## config.mk

```make
export PLATFORM = sky130hd
export DESIGN_NAME = int_alu_decode
export DESIGN_NICKNAME = d
export VERILOG_FILES = /design/src/rtl/int_alu_decode.sv
export SDC_FILE = /design/constraint.sdc
export NUM_CORES = 1
export LEC_CHECK = 0
export CAP_MARGIN = 30
export CORE_ASPECT_RATIO = 1.4
export CORE_MARGIN = 4
export CORE_UTILIZATION = 46
export DETAILED_ROUTE_END_ITERATION = 10
export GPL_TIMING_DRIVEN = 0
export PLACE_DENSITY = 0.69
export SYNTH_ARGS = -nofsm -noshare
export SYNTH_HDL_FRONTEND = slang
export SYNTH_SLANG_ARGS = --single-unit
```

## constraint.sdc

```tcl
create_clock -name vclk -period 10.2
set_input_delay 3.06 -clock vclk [all_inputs]
set_output_delay 3.06 -clock vclk [all_outputs]
set_load 0.005 [all_outputs]
```

## src/rtl/int_alu_decode.sv

```systemverilog
module int_alu_decode (
  input  logic [31:0] instr,
  input  logic [31:0] rs_val,
  input  logic [31:0] rt_val,
  output logic [31:0] result,
  output logic [4:0]  dest,
  output logic        wr_en
);

  localparam logic [5:0] OP_REG   = 6'h00;
  localparam logic [5:0] OP_ADDI  = 6'h09;
  localparam logic [5:0] OP_ANDI  = 6'h0C;
  localparam logic [5:0] OP_ORI   = 6'h0D;
  localparam logic [5:0] OP_UPPER = 6'h0F;

  localparam logic [5:0] FN_SHL   = 6'h00;
  localparam logic [5:0] FN_SHRL  = 6'h02;
  localparam logic [5:0] FN_SHRA  = 6'h03;
  localparam logic [5:0] FN_ADD   = 6'h21;
  localparam logic [5:0] FN_SUB   = 6'h23;
  localparam logic [5:0] FN_OR    = 6'h25;
  localparam logic [5:0] FN_XOR   = 6'h26;
  localparam logic [5:0] FN_NOR   = 6'h27;

  wire [5:0]  opc   = instr[31:26];
  wire [5:0]  fn    = instr[5:0];
  wire [4:0]  shamt = instr[10:6];
  wire [15:0] imm   = instr[15:0];

  wire [31:0] imm_sx = {{16{imm[15]}}, imm};
  wire [31:0] imm_zx = {16'h0000, imm};

  logic        known;
  logic [31:0] value;

  always_comb begin
    known = 1'b1;
    value = 32'h0;
    unique case (opc)
      OP_REG: begin
        unique case (fn)
          FN_SHL:  value = rt_val << shamt;
          FN_SHRL: value = rt_val >> shamt;
          FN_SHRA: value = $unsigned($signed(rt_val) >>> shamt);
          FN_ADD:  value = rs_val + rt_val;
          FN_SUB:  value = rs_val - rt_val;
          FN_OR:   value = rs_val | rt_val;
          FN_XOR:  value = rs_val ^ rt_val;
          FN_NOR:  value = ~(rs_val | rt_val);
          default: known = 1'b0;
        endcase
      end
      OP_ADDI:  value = rs_val + imm_sx;
      OP_ANDI:  value = rs_val & imm_zx;
      OP_ORI:   value = rs_val | imm_zx;
      OP_UPPER: value = {imm, 16'h0000};
      default:  known = 1'b0;
    endcase
  end

  assign dest   = (opc == OP_REG) ? instr[15:11] : instr[20:16];
  assign result = value;
  assign wr_en  = known && (dest != 5'd0);

endmodule

```

==> metrics.cfg, run 1 <==
[drt]
wl_per_cell_um=28.71
drt_iter0_drc=1388
drt-vias-per-instance=6.855
drt_pass1_iterations=7
num_vias=13180
wirelength_um=55190
drc=0
antenna_left=0

[power]
internal_power_w=0.0002757
p_leak_nw=5.385
p_per_area_nw_per_um2=52.81
clkPwrFrac_pct=0
p_sw_w=0.0004037
sw_frac_of_total_pct=59.41
max-vdd-ir-drop_uv=34.10
seqPwrFrac_pct=0
pwr-share-comb_pct=100.0

[min_path]
hold_path.startpoint=instr[4]
hp-class=primary input to output port
hold_path_depth=6
hold-path-endpoint=result[20]

[setup_path]
crit_path_start_kind=primary input
critPathMaxStageDelay_ns=0.49
cp_cell_sequence=clkdlybuf4s15_1 -> and3_4 -> nand2_8 -> clkbuf_16 -> mux2i_1 -> ha_1 -> nor2b_1 -> o2111ai_2 -> a2111oi_4 -> o21ai_2 -> a21oi_2 -> a31oi_2 -> o21ai_2 -> mux2i_1 -> o21ai_1 -> clkdlybuf4s50_1
critPathRequiredTime_ns=7.14
worstSetupEndpointType=output port
critical_path_class=primary input to output port
crit_fanout=10
crit_arrival_ns=7.14
cp-startpoint=instr[5]
cp_slowest_cell=a2111oi_4

[grt]
grtUsageTotal_pct=42.71
antenna_found_initial=1
grt_max_degree=20
grt_pass1_vias=12540
grt_overflow=0
grt_pass1_wl_um=79340

[synthesis]
avgSynthCellArea_um2=7.015
ys_seq_area_share_pct=0
yosys.area.top_type_share_pct=13.71
synth_area_um2=10130
synth_area_leaders=ha_1 (14%), mux4_2 (10%), xnor2_1 (7.7%)
ys_warn_count=0
synth_top_cell_by_area=ha_1
synthCells=1444
syn_nets=1653
ys_types=72

[sta]
fmax_mhz=98.01
period_needed_ns=10.20
worst_pin_slew_ns=0.9605
fin_ws_ns=-0.003554
slew_viol_final=0
rsz0062_at_grt=yes
timing.final.crit_share_pct=100.0
slew_headroom_pct=35.29
hold_viol_final=0
setup_tns_ns=-0.003554
setup_viol=1

[cells_and_area]
antenna_cells=0
area.growth.synth_to_final_pct=27.00
n_fill_cell=2162
n_clock_buffer=0
nets=1836
n_sequential_cell=0
drive_above_1_share_pct=17.29
multi_input_area_um2=9863
seqCellArea_um2=0

[placement]
gp_congestion=1.097
dp_hpwl_um=44620
pre_cts_ws_ns=-2.604
io_buffers=127

[floorplan]
io_pins=134
die_h_um=183.6
die_x_um=133.4
dieArea_um2=24490
fp-row-count=64
start_util_pct=46.51
core_um2=21780

[job]
cap_violations=0

[outcome]
failed_checks=negative setup slack
status=finished, violations left

[clocking]
ctsHoldBuffers=0

-- repair_timing --
item	in CTS	in global routing
pin swaps	31	40
gates resized for setup	186	97
endpoints found under the setup margin	31	24
buffers inserted	34	20
-- cell type report --
class                           count  area share (%)
Inverter                           95           2.850
Buffer                            102           4.707
Tap cell                          297           2.889
Multi-Input combinational cell   1241           76.67
Timing Repair Buffer              187           12.89
-- Yosys cell counts (all sizes together) (19+ instances only) --
master / instances
a21oi: 126
xor2: 19
o21ai: 107
inv: 94
a211oi: 25
xnor2: 89
mux2i: 47
a22oi: 37
nand2: 103
a221oi: 22
nor2: 169
nor3: 35
mux4: 54
nand3: 22
o22ai: 24
a21o: 30
ha: 111
buf: 29
clkbuf: 79
-- cell families after synthesis --
kind of cell             Yosys count  synth area share [%]
AO/OA/AOI/OAI                    496                 32.13
AND/OR/NAND/NOR                  409                 17.95
buffers and inverters            203                 8.016
multiplexers                     115                 18.47
adder cells (fa/ha/maj)          113                 14.11
XOR/XNOR                         108                 9.338
-- metal layers --
layer / share of wire (%) / wire (µm) / global-route usage, % / vias up
met5: 0.024 / 13 / 0 / -
met1: 35 / 19100 / 48.56 / 6128
met2: 46 / 25320 / 71.05 / 926
met3: 9.2 / 5090 / 6.325 / 326
li1: - / - / - / 5794
met4: 10 / 5662 / 34.58 / 2
-- critical path: cells and delay by family --
family	cells	cell delay [ns]
buf+inv	3	1.14
mux	2	0.42
compound gates	7	1.56
simple gates	3	0.67
fa+ha+maj	1	0.29
-- worst max path at each step --
stage / endpoint / cells after the start / slack (ns)
after floorplan: result[28] / 18 / 0.62
after detailed placement: result[25] / 18 / -2.60
after global placement: result[25] / 18 / -2.66
after global routing: result[29] / 20 / -0.006
after CTS: result[31] / 19 / -0.06
final: result[25] / 16 / -0.004
-- stage by stage --
| step | utilization [%] | cells | hold slack, ns | total power (W) | cell area (µm²) |
|---|---|---|---|---|---|
| after detailed placement | 54.23 | 1874 | 7.131 | 0.0005923 | 11810 |
| after floorplan | - | 1444 | 6.249 | 0.0003873 | 10130 |
| after global placement | 54.05 | 1868 | 7.124 | 0.0005888 | 11770 |
| final | 59.06 | 1922 | 6.777 | 0.0006794 | 12860 |
| after global routing | 59.06 | 1922 | 6.806 | 0.0007161 | 12860 |
| after CTS | 57.72 | 1903 | 7.138 | 0.0006339 | 12570 |
-- cells in the final DEF, fill, tap and decap left out, types with 6 or more instances in the layout --
master,n
a211o_1,8
a211oi_1,17
a211oi_2,7
a21o_1,30
a21oi_1,110
a21oi_2,16
a221oi_1,19
a22oi_1,37
a31oi_1,8
buf_2,19
buf_4,61
clkbuf_1,56
clkbuf_2,16
clkdlybuf4s50_1,96
dlymetal6s2s_1,8
ha_1,105
inv_1,84
inv_2,8
mux2_2,14
mux2i_1,46
mux4_1,7
mux4_2,47
nand2_1,101
nand2b_1,10
nand3_1,17
nand4_1,12
nor2_1,165
nor2b_1,13
nor3_1,29
o211ai_1,15
o21a_1,8
o21ai_0,97
o21ai_1,7
o221ai_1,16
o22ai_1,23
o31ai_1,6
or3_1,13
xnor2_1,87
xor2_1,19
-- power by group through the flow --
stage | clock, W | sequential [W] | combinational, W
2_1_floorplan | 0 | 0 | 0.000387
3_3_place_gp | 0 | 0 | 0.000589
3_5_place_dp | 0 | 0 | 0.000592
4_1_cts | 0 | 0 | 0.000634
5_1_grt | 0 | 0 | 0.000716
6_report | 0 | 0 | 0.000679
(Power assumes the default switching activity.)
==> run 2: changes to the inputs <==
==> constraint.sdc (replaced) <==
create_clock -name vclk -period 10.2
set_input_delay 2.04 -clock vclk [all_inputs]
set_output_delay 2.04 -clock vclk [all_outputs]
set_load 0.005 [all_outputs]
==> run 2 against run 1 <==
Compared with the run above: the run now ends clean; highest routed layer is now met4; cell count fell by 2.5%; critical path depth is 2 higher; global-route usage is 1.0 points lower; first-iteration DRC count decreased by 4.3%; maximum frequency is 1.2% higher; non-clock buffer count decreased by 48; final area is 7.9% lower; hold slack lost 1.7 ns; sequential share of layout area did not move; via count shrank 2.6%.
==> metrics.cfg, run 2 (synthesis gave the netlist of run 1 again) <==
[outcome]
status=complete, no violations

[grt]
grt_overflow=0  ; unchanged
grt_max_degree=20  ; unchanged
grt_pass1_vias=12180  ; -2.8%
grt_pass1_wl_um=77250  ; -2.6%
antenna_found_initial=0  ; -1
grtUsageTotal_pct=41.66  ; -1.0 points

[min_path]
hold_path.startpoint=instr[18]
hold-path-endpoint=dest[2]
hp-class=primary input to output port
hold_path_depth=4  ; -2

[cells_and_area]
n_clock_buffer=0  ; unchanged
seqCellArea_um2=0  ; unchanged
n_sequential_cell=0  ; unchanged
multi_input_area_um2=9353  ; -5.2%
final_common_cell=nor2_1
n_fill_cell=2265  ; +4.8%
stdcell_area_um2=11850  ; -7.9%
final_core_util_pct=54.41  ; -4.7 points
most-common-layout-cells=nor2_1 (168), clkdlybuf4s50_1 (127), a21oi_1 (125)
area.growth.synth_to_final_pct=16.98
drive_above_1_share_pct=7.039  ; -10 points
antenna_cells=0  ; unchanged
nets=1788  ; -2.6%

[sta]
worst_pin_slew_ns=0.9310  ; -0.02954 ns
whs_ns=5.102  ; -1.675 ns
fmax_mhz=99.14  ; +1.2%
timing.final.crit_share_pct=98.89  ; -1.1 points
slew_viol_final=0  ; unchanged
slew_headroom_pct=37.28  ; +2.0 points
setup_viol=0  ; -1
period_needed_ns=10.09  ; -0.1166 ns
hold_viol_final=0  ; unchanged
fin_ws_ns=0.1130  ; +0.1166 ns
rsz0062_at_grt=no

[drt]
drc=0  ; unchanged
drt-vias-per-instance=6.851  ; about the same
num_vias=12840  ; -2.6%
drt_pass1_iterations=6  ; -1
wirelength_um=53690  ; -2.7%
drt_iter0_drc=1328  ; -4.3%
wl_per_cell_um=28.65  ; -0.22%
antenna_left=0  ; unchanged

[placement]
dpl_cell_area_um2=11810  ; unchanged
dp_hpwl_um=44620  ; unchanged
gp_congestion=1.097  ; unchanged
io_buffers=127  ; unchanged
pre_cts_ws_ns=-0.5637  ; +2.040 ns

[power]
max-vdd-ir-drop_uv=31.72  ; -7.0%
p_leak_nw=4.833  ; -10%
p_per_area_nw_per_um2=52.32  ; -0.92%

[floorplan]
core_um2=21780  ; unchanged
die_h_um=183.6  ; unchanged
fp-row-count=64  ; unchanged
dieArea_um2=24490  ; unchanged
die_x_um=133.4  ; unchanged
start_util_pct=46.51  ; unchanged
io_pins=134  ; unchanged

[clocking]
post-cts-setup-buffer-count=0  ; -100%

[setup_path]
crit_fanout=10  ; unchanged
crit_arrival_ns=8.05  ; +0.91 ns
crit_path_start_kind=primary input
critPathRequiredTime_ns=8.16  ; +1.02 ns
worstSetupEndpointType=output port
critical_path_class=primary input to output port

[job]
cap_violations=0  ; unchanged

==> run 2: changes by cell type in the layout (fill, tap and decap cells not counted), sizes merged, moves of 2 or more <==
cell,before,now
clkdlybuf4s15,3,1
clkinvlp,2,0
buf,96,34
dlygate4sd2,5,0
dlymetal6s2s,8,0
clkbuf,81,79
clkdlybuf4s50,96,127
==> run 2: timing repair <==
action / 4_1_cts / 5_1_grt
setup endpoints to repair: 16 / 10
gates resized for setup: 7 / 5
hold buffers: 0 / 0
cloned: 0 / 0
==> run 2: cell type report <==
class / count / share of cell area, %
plain buffers: 108 / 3.875
repair buffers: 133 / 11.05
inverters: 95 / 3.009
multi-input cells: 1241 / 78.93
well taps: 297 / 3.136
==> run 2: how the worst max path moves through the flow <==
stage	slack (ns)	to	from	cells past startpoint
finish	0.11	result[25]	instr[1]	18
global route	0.004	result[23]	instr[1]	18
floorplan	2.66	result[28]	instr[1]	18
detailed placement	-0.56	result[25]	instr[0]	18
global placement	-0.62	result[25]	instr[0]	18
CTS	0.1	result[25]	instr[1]	18
==> run 2: worst max-delay path: stages <==
cell and delay [ns]:
clkdlybuf4s50_1 0.76, buf_2 0.39, buf_2 0.38, buf_2 0.37, nand2_2 0.28, clkbuf_1 0.40, mux2i_1 0.25, ha_1 0.32
nor2b_1 0.15, o2111ai_1 0.21, a2111oi_2 0.57, o21ai_0 0.21, a21oi_1 0.29, a31oi_1 0.21, o21ai_0 0.31, mux2i_1 0.13
o21ai_0 0.22, clkdlybuf4s50_1 0.55
==> run 2: where the power goes <==
part / switching [W] / total [W] / internal (W)
clock: 0 / 0 / 0
combinational: 0.000376 / 0.000620 / 0.000244
sequential: 0 / 0 / 0
total: 0.000376 / 0.000620 / 0.000244
==> run 2: per-layer routing <==
metal	global-route usage, %	part of all wire, %	vias to the layer above
li1	-	-	5704
met1	47.80	35	5911
met2	71.03	46	932
met3	5.750	9.0	292
met4	29.81	9.6	0
met5	0	0	-
==> run 2: per-stage QoR <==
stage	power [W]	instances	TNS (ns)
finish	0.0006200	1874	0
floorplan	0.0003873	1444	0
CTS	0.0005970	1874	0
detailed placement	0.0005923	1874	-5.445
global route	0.0006576	1874	0
global placement	0.0005888	1868	-6.053
